`config.mk`:
```
export PLATFORM = sky130hd
export DESIGN_NAME = cmp_monitor
export DESIGN_NICKNAME = d
export VERILOG_FILES = /design/src/rtl/cmpmon_pkg.sv /design/src/rtl/cmpmon_cfg_decode.sv /design/src/rtl/cmpmon_compare.sv /design/src/rtl/cmpmon_match_ctr.sv /design/src/rtl/cmp_monitor.sv
export SDC_FILE = /design/constraint.sdc
export NUM_CORES = 1
export LEC_CHECK = 0
export ABC_AREA = 1
export BUFFER_PORTS_ARGS = -buffer_cell sky130_fd_sc_hd__buf_2
export CAP_MARGIN = 20
export CORE_MARGIN = 1
export CORE_UTILIZATION = 37
export CTS_CLUSTER_DIAMETER = 30
export CTS_CLUSTER_SIZE = 24
export DETAILED_ROUTE_END_ITERATION = 10
export PLACE_DENSITY = 0.79
export SLEW_MARGIN = 20
export SYNTH_ARGS = -nofsm -noshare
export SYNTH_HDL_FRONTEND = slang
export SYNTH_SLANG_ARGS = --single-unit
```
`constraint.sdc`:
```
create_clock -name clk -period 1.8 [get_ports clk]
set_input_delay 0.18 -clock clk [delete_from_list [all_inputs] [get_ports clk]]
set_output_delay 0.18 -clock clk [all_outputs]
set_load 0.02 [all_outputs]
```
`src/rtl/cmpmon_pkg.sv`:
```
package cmpmon_pkg;
  localparam int CH_W   = 3;
  localparam int CNT_W  = 4;
  localparam int THR_W  = 5;
  localparam int DATA_W = 12;

  typedef enum logic {
    COND_BELOW = 1'b0,
    COND_AT_OR_ABOVE = 1'b1
  } cond_e;

  typedef struct packed {
    logic             en;
    logic             ie;
    cond_e            cond;
    logic [CH_W-1:0]  chan;
    logic [CNT_W-1:0] limit;
    logic [THR_W-1:0] thr;
  } cfg_t;
endpackage

```
`src/rtl/cmpmon_cfg_decode.sv`:
```
module cmpmon_cfg_decode
  import cmpmon_pkg::*;
(
  input  logic [31:0] cfg_word,
  output cfg_t        cfg
);
  // field positions are shared with the register block that drives cfg_word
  localparam int EN_BIT   = 0;
  localparam int IE_BIT   = 1;
  localparam int COND_BIT = 2;
  localparam int CH_LO    = 3;
  localparam int CNT_LO   = 8;
  localparam int THR_LO   = 23;

  logic unused_cfg_bits;
  assign unused_cfg_bits = ^{cfg_word[7:6], cfg_word[22:12], cfg_word[31:28]};

  always_comb begin
    cfg.en    = cfg_word[EN_BIT];
    cfg.ie    = cfg_word[IE_BIT];
    cfg.cond  = cond_e'(cfg_word[COND_BIT]);
    cfg.chan  = cfg_word[CH_LO +: CH_W];
    cfg.limit = cfg_word[CNT_LO +: CNT_W];
    cfg.thr   = cfg_word[THR_LO +: THR_W];
  end
endmodule

```
`src/rtl/cmpmon_compare.sv`:
```
module cmpmon_compare
  import cmpmon_pkg::*;
#(
  parameter int DW = DATA_W,
  parameter int TW = THR_W
) (
  input  logic [DW-1:0] data,
  input  logic [TW-1:0] thr,
  input  logic          signed_fmt,
  input  cond_e         cond,
  output logic          hit
);
  localparam int LOW_W = DW - TW;

  logic [DW-1:0] thr_full;
  logic          below;

  assign thr_full = {thr, {LOW_W{1'b0}}};

  always_comb begin
    if (signed_fmt) below = $signed(data) < $signed(thr_full);
    else            below = data < thr_full;
    hit = (cond == COND_AT_OR_ABOVE) ? !below : below;
  end
endmodule

```
`src/rtl/cmpmon_match_ctr.sv`:
```
module cmpmon_match_ctr #(
  parameter int CW = cmpmon_pkg::CNT_W
) (
  input  logic          clk,
  input  logic          rst_n,
  input  logic          clr,
  input  logic          enable,
  input  logic          sample,
  input  logic          hit,
  input  logic [CW-1:0] limit,
  output logic          flag
);
  logic [CW-1:0] cnt;

  always_ff @(posedge clk or negedge rst_n) begin
    if (!rst_n) begin
      cnt  <= '0;
      flag <= 1'b0;
    end else if (clr) begin
      cnt  <= '0;
      flag <= 1'b0;
    end else if (!enable) begin
      cnt  <= '0;
    end else if (sample) begin
      if (!hit) begin
        cnt <= '0;
      end else if (cnt >= limit) begin
        cnt  <= '0;
        flag <= 1'b1;
      end else begin
        cnt <= cnt + 1'b1;
      end
    end
  end

  p_flag_sticky_r8: assert property (@(posedge clk) disable iff (!rst_n)
    flag && !clr |=> flag);
  p_clr_drops_r8: assert property (@(posedge clk) disable iff (!rst_n)
    clr |=> !flag);
  p_needs_sample_r2: assert property (@(posedge clk) disable iff (!rst_n)
    !flag && !sample |=> !flag);
  p_miss_no_set_r7: assert property (@(posedge clk) disable iff (!rst_n)
    !flag && sample && !hit |=> !flag);
  p_first_of_run_r7: assert property (@(posedge clk) disable iff (!rst_n)
    !flag && sample && hit && cnt == '0 && limit != '0 |=> !flag);
endmodule

```
`src/rtl/cmp_monitor.sv`:
```
module cmp_monitor
  import cmpmon_pkg::*;
#(
  parameter int RSV_CODE = 4
) (
  input  logic              clk,
  input  logic              rst_n,
  input  logic              res_valid,
  output logic              res_ready,
  input  logic [CH_W-1:0]   res_chan,
  input  logic [DATA_W-1:0] res_data,
  input  logic              fmt_signed,
  input  logic [31:0]       cfg_word,
  input  logic              flag_clr,
  output logic              cmp_flag,
  output logic              cmp_irq
);
  localparam logic [CH_W-1:0] RSV = CH_W'(RSV_CODE);

  cfg_t cfg;
  logic hit;
  logic take;

  cmpmon_cfg_decode u_dec (
    .cfg_word (cfg_word),
    .cfg      (cfg)
  );

  cmpmon_compare #(.DW(DATA_W), .TW(THR_W)) u_cmp (
    .data       (res_data),
    .thr        (cfg.thr),
    .signed_fmt (fmt_signed),
    .cond       (cfg.cond),
    .hit        (hit)
  );

  assign res_ready = 1'b1;
  assign take = res_valid && res_ready && (res_chan == cfg.chan) && (cfg.chan != RSV);

  cmpmon_match_ctr #(.CW(CNT_W)) u_ctr (
    .clk    (clk),
    .rst_n  (rst_n),
    .clr    (flag_clr),
    .enable (cfg.en),
    .sample (take),
    .hit    (hit),
    .limit  (cfg.limit),
    .flag   (cmp_flag)
  );

  assign cmp_irq = cmp_flag & cfg.ie;

  p_rsv_never_r10: assert property (@(posedge clk) disable iff (!rst_n)
    !cmp_flag && cfg.chan == RSV |=> !cmp_flag);
  p_off_no_set_r2: assert property (@(posedge clk) disable iff (!rst_n)
    !cmp_flag && !cfg.en |=> !cmp_flag);
  p_irq_needs_ie_r9: assert property (@(posedge clk) disable iff (!rst_n)
    cmp_irq |-> cfg.ie && cmp_flag);
endmodule

```
==> results of run 1 <==
[power by group through the flow]
| stage | clock (mW) | sequential, mW | combinational, mW |
|---|---|---|---|
| after detailed placement | 0 | 0.115 | 0.109 |
| after global routing | 0.143 | 0.113 | 0.128 |
| after global placement | 0 | 0.115 | 0.103 |
| final | 0.134 | 0.113 | 0.110 |
| after CTS | 0.135 | 0.113 | 0.112 |
| after floorplan | 0 | 0.115 | 0.0646 |
[routing by layer]
layer	GRT usage, %	up-vias
met2	28.8	23
li1	-	369
met4	4.38	0
met1	17.5	300
met5	0	-
met3	2.92	2
[repair_timing]
action / CTS / global route
hold buffers: 1 / 0
endpoints found under the setup margin: 0 / 0
hold endpoints to repair: 5 / 0
resized for setup: 0 / 0
[worst min path at each step]
| stage | depth (start not counted) | startpoint | to |
|---|---|---|---|
| after floorplan | 0 | rst_n | u_ctr.cnt[0] |
| after global placement | 1 | rst_n | u_ctr.flag |
| after detailed placement | 1 | rst_n | u_ctr.flag |
| after CTS | 2 | flag_clr | u_ctr.flag |
| after global routing | 2 | flag_clr | u_ctr.flag |
| final | 2 | flag_clr | u_ctr.flag |
[final cells by class]
cell class,instances,area [um2],share of cell area [%]
repair buffers,30,155,18.7
multi-input cells,66,408,49.2
inverters,25,93.8,11.3
well taps,16,20.0,2.42
flip-flops and latches,5,125,15.1
clock buffers,4,26.3,3.17
[registers in the layout, summed over array words and instances (netlist names)]
| name | cells |
|---|---|
| u_ctr.cnt | 4 |
| u_ctr.flag | 1 |
[synthesized netlist by cell type]
cell type | count | area (um2)
nand3_2 | 1 | 10.0
o21bai_1 | 1 | 7.51
ha_1 | 9 | 113
a21oi_1 | 2 | 10.0
nand2_1 | 29 | 109
inv_1 | 25 | 93.8
nor2_1 | 3 | 11.3
buf_4 | 1 | 7.51
xnor2_1 | 1 | 8.76
nand4_1 | 10 | 62.6
xor2_1 | 1 | 8.76
nor2_2 | 1 | 6.26
nor2_4 | 1 | 11.3
nand3_1 | 2 | 10.0
dfrtp_1 | 5 | 125
nand2_2 | 1 | 6.26
a21oi_2 | 1 | 8.76
o21ai_0 | 1 | 5.00
conb_1 | 1 | 3.75
xor2_2 | 1 | 16.3
[worst register-to-register path, cell delays in order, from the launching register on]
cell and delay (ps):
dfrtp_1 410, ha_1 300, nand2_1 90, inv_1 40, nand2_1 50, nand2_1 40
nor2_1 260, nor2_1 90, nand2_1 80, a21oi_2 50
[kinds of logic after synthesis]
group	count (synthesis)	synth area share (%)
simple gates	48	35.7
buf+inv	26	16.0
fa+ha+maj	9	17.8
compound gates	5	4.93
flops	5	19.7
xor+xnor	3	5.33
other cells	1	0.591
[cell usage in the layout, fill, tap and decap left out, drive strengths merged]
master | synthesis | routed
nand2 | 30 | 30
buf | 1 | 29
inv | 25 | 25
nand4 | 10 | 10
ha | 9 | 9
dfrtp | 5 | 5
nor2 | 5 | 5
clkbuf | 0 | 4
a21oi | 3 | 3
nand3 | 3 | 3
xor2 | 2 | 2
o21bai | 1 | 1
o21ai | 1 | 1
xnor2 | 1 | 1
conb | 1 | 1
dlygate4sd3 | 0 | 1
[per-stage QoR]
stage	setup WS, ps	area [um2]	hold WS [ps]	utilization (%)
floorplan	436	634	-116	-
detailed placement	293	792	4.05	50.8
CTS	278	828	102	53.1
global placement	318	792	-4.42	50.8
finish	267	828	99.9	53.1
global route	123	828	110	53.1
==> results.ini, run 1 <==
[critical_path]
rr_endpoint=u_ctr.flag
path_cells=ha_1 -> nand2_1 -> inv_1 -> nand2_1 -> nand2_1 -> nor2_1 -> nor2_1 -> nand2_1 -> a21oi_2
rrSetupSlack_ps=270
r2r_cells=9
critPathMaxStageDelay_ps=410
crit_required_ps=1930
cp_top_family=simple AND/OR/NAND/NOR gates
crit_buf_inv=1
cp-startpoint=u_ctr.cnt[3]
critPathMostFrequentCell=nand2_1
end_kind=flop
cp.depth=9
crit_arrival_ps=1660
worstSetupStartpointType=flop
worstSetupPathType=reg -> reg
crit_path_end=u_ctr.flag
critical_path_peak_fanout=5
reg2reg_from=u_ctr.cnt[3]
slowest_stage=dfrtp_1

[drt]
wl_met3_um=62
routed_wl_um=1310
met1Wirelength_um=519
dr.pass1.iters=4
ant_nets=0
num_vias=694
vias_per_cell=4.75
drtIter0Drc=13
route.met2.wl_um=715
drc_errors=0
wire_per_inst_um=8.94
route.top_layer_used=met4

[synthesis]
syn_area_um2=634
synth_seq_cells=5
ys_seq_area_share_pct=19.7
ys_warn_count=0
synthCells=97
syn_avg_cell_area_um2=6.54
syn_nets=158
yosysUniqueCellTypes=20

[timing]
fin_setup_tns_ps=0
post-route-min-period_ps=1530
rsz0062_at_grt=false
hold_viol=0
min_period_over_period_pct=85.2
finalMaxSlewViolations=0
max_freq_ghz=0.652
finClkSkew_ps=3.44
setup_violations=0

[pwr]
power.leakage_nw=0.551
p_sw_uw=112
total_power_uw=357
switching_share_pct=31.2
p_clk_share_pct=37.5
irDropWorstVdd_mv=0.246
power.internal_uw=246
seq_power_share_pct=31.8
combPwrFrac_pct=30.7
power.density_mw_per_mm2=431

[finish]
fin_nets=192
fill_cells=160
antenna-diode-count=0
syn2layout_area_growth_pct=30.6
drive_gt1_share_pct=29.2
final_cells=146

[cts]
htree_num_levels=1
clk_latency_ps=240
post_cts_buffers=0
cts_buffer_depth=2
cts_made_buffers=3
root_buffer=clkbuf_4
cts_tree=built
cts_sinks=5
clk_pin_slew_ps=50

[die]
initial_core_util_pct=40.7
die_h_um=43.4
pin_count=55
fp.coreArea_mm2=0.00156
die-area_mm2=0.00188
die_w_um=43.4
rows=14

[status]
outcome=completed

[global_route]
grt_pass1_vias=632
grt_use_total_pct=15.4
grt_pass1_wl_um=2270
grt-ovfl-total=0
antenna_found_initial=0
grt_start_max_net_pins=7

[place]
place_inst=141
place.gp.congestion=0.734
port_buffers=29
dp_hpwl_um=1140

[worst_hold_path]
hp-class=in -> reg

[run]
cap_violations=0

Note: power is estimated with default switching activity, not from simulation.
==> inputs of run 2 (changes only) <==
Settings changed: CORE_ASPECT_RATIO from default to 0.9, CORE_UTILIZATION 37 to 33, PLACE_DENSITY 0.79 to 0.74.
Clock period 1.8 ns to 1.3 ns, I/O delays scaled along.
==> results.ini, run 2 (synthesis results as in run 1) <==
[status]
outcome=finished, violations left
violations=setup timing

[finish]
top_register=u_ctr.cnt
largest_reg_flops=4
reg_top3=u_ctr.cnt x4, u_ctr.flag x1
antenna-diode-count=0
drive_gt1_share_pct=35.8
fin_nets=196
utilization_pct=52.3
final_common_cell=buf_2
syn2layout_area_growth_pct=43.0
final_cell_mix=buf_2, nand2_1, inv_1
fill_cells=175

[critical_path]
slowest_stage=dfrtp_1
cp-startpoint=u_ctr.cnt[1]
crit_path_end=u_ctr.flag
critPathMostFrequentCell=nand2_1
rrSetupSlack_ps=-50
reg2reg_from=u_ctr.cnt[1]
end_kind=flop
rr_endpoint=u_ctr.flag
crit_buf_inv=1
crit_required_ps=1480
worstSetupStartpointType=flop
path_cells=ha_4 -> inv_2 -> o21bai_1 -> nand2_1 -> nand2_2 -> nor2_4 -> nor2_1 -> nand2_1 -> a21oi_2
critPathMaxStageDelay_ps=400
r2r_cells=9
worstSetupPathType=reg -> reg
cp.depth=9
cp_top_family=flip-flops
critical_path_peak_fanout=5
crit_arrival_ps=1530

[global_route]
grt_start_max_net_pins=7
grt_pass1_vias=652
grt-ovfl-total=0
grt_use_total_pct=15.1
grt_pass1_wl_um=2280
antenna_found_initial=0

[timing]
max_freq_ghz=0.743
finClkSkew_ps=7.31
setup_violations=2
finalMaxSlewViolations=0
fin_ws_ps=-46.7
rsz0062_at_grt=true
min_period_over_period_pct=104
post-route-min-period_ps=1350
hold_viol=0

[drt]
met1Wirelength_um=555
vias_per_cell=4.41
ant_nets=0
drtIter0Drc=7
routed_wl_um=1350
route.met2.wl_um=752
wl_met3_um=23
drc_errors=0
wire_per_inst_um=8.55
route.top_layer_used=met4
dr.pass1.iters=4
num_vias=697

[place]
place_ws_ps=-71.6
port_buffers=29
dp_hpwl_um=1140
place.gp.congestion=0.758

[die]
fp.coreArea_mm2=0.00173
initial_core_util_pct=36.6
die_h_um=43.6
pin_count=55
rows=14
die-area_mm2=0.00210
die_w_um=48.2

[pwr]
irDropWorstVdd_mv=0.248
total_power_uw=501
power.density_mw_per_mm2=552
power.leakage_nw=0.573

[cts]
cts_sinks=5
root_buffer=clkbuf_4
cts_tree=built
htree_num_levels=1
clk_pin_slew_ps=50
clk_latency_ps=250
cts_made_buffers=3
cts_buffer_depth=2
post_cts_buffers=0

[run]
cap_violations=0

[worst_hold_path]
hp-class=in -> reg

## run 2: worst register-to-register path, cell delays in order, from the launching register on
cell and delay [ps]:
dfrtp_1 400, ha_4 280, inv_2 30, o21bai_1 120, nand2_1 80, nand2_2 80
nor2_4 50, nor2_1 90, nand2_1 60, a21oi_2 100
## run 2: layer usage
layer,up-vias,track usage (%)
li1,375,-
met1,312,16.1
met2,7,27.5
met3,3,2.50
met4,0,6.67
met5,-,0
## run 2: layout make-up
type | instances | area, um2 | area share, %
Timing Repair Buffer | 34 | 185 | 20.4
Inverter | 25 | 93.8 | 10.3
Sequential cell | 5 | 125 | 13.8
Clock buffer | 4 | 26.3 | 2.90
Multi-Input combinational cell | 66 | 447 | 49.2
Tap cell | 24 | 30.0 | 3.31
## run 2: where the power goes
part           switching (mW)  total, mW  leakage, nW  internal [mW]
clock                  0.0675      0.184       0.0150          0.116
sequential           0.000296      0.157       0.0698          0.157
combinational          0.0895      0.160        0.488         0.0705
## run 2: how the worst min path moves through the flow
stage	start	end	slack (ps)	cells after the start
2_1_floorplan	rst_n	u_ctr.cnt[0]	-170	0
3_3_place_gp	rst_n	u_ctr.cnt[3]	-50	1
3_5_place_dp	rst_n	u_ctr.flag	-50	1
4_1_cts	flag_clr	u_ctr.flag	40	2
5_1_grt	flag_clr	u_ctr.flag	40	2
6_report	flag_clr	u_ctr.flag	40	2
## run 2: per-stage QoR
step / TNS, ps / hold slack, ps / cells / area [um2]
3_3_place_gp: -129 / -50.7 / 153 / 835
4_1_cts: -38.0 / 37.2 / 158 / 895
3_5_place_dp: -169 / -47.7 / 153 / 835
6_report: -60.0 / 37.1 / 158 / 907
5_1_grt: -391 / 41.8 / 158 / 907
2_1_floorplan: -5.92 / -166 / 97 / 637
## run 2: repair_timing
action / in CTS / in global routing
resized for setup: 4 / 2
endpoints found under the setup margin: 5 / 5
hold endpoints to repair: 5 / 0
pin swaps: 3 / 6
hold buffers: 1 / 0
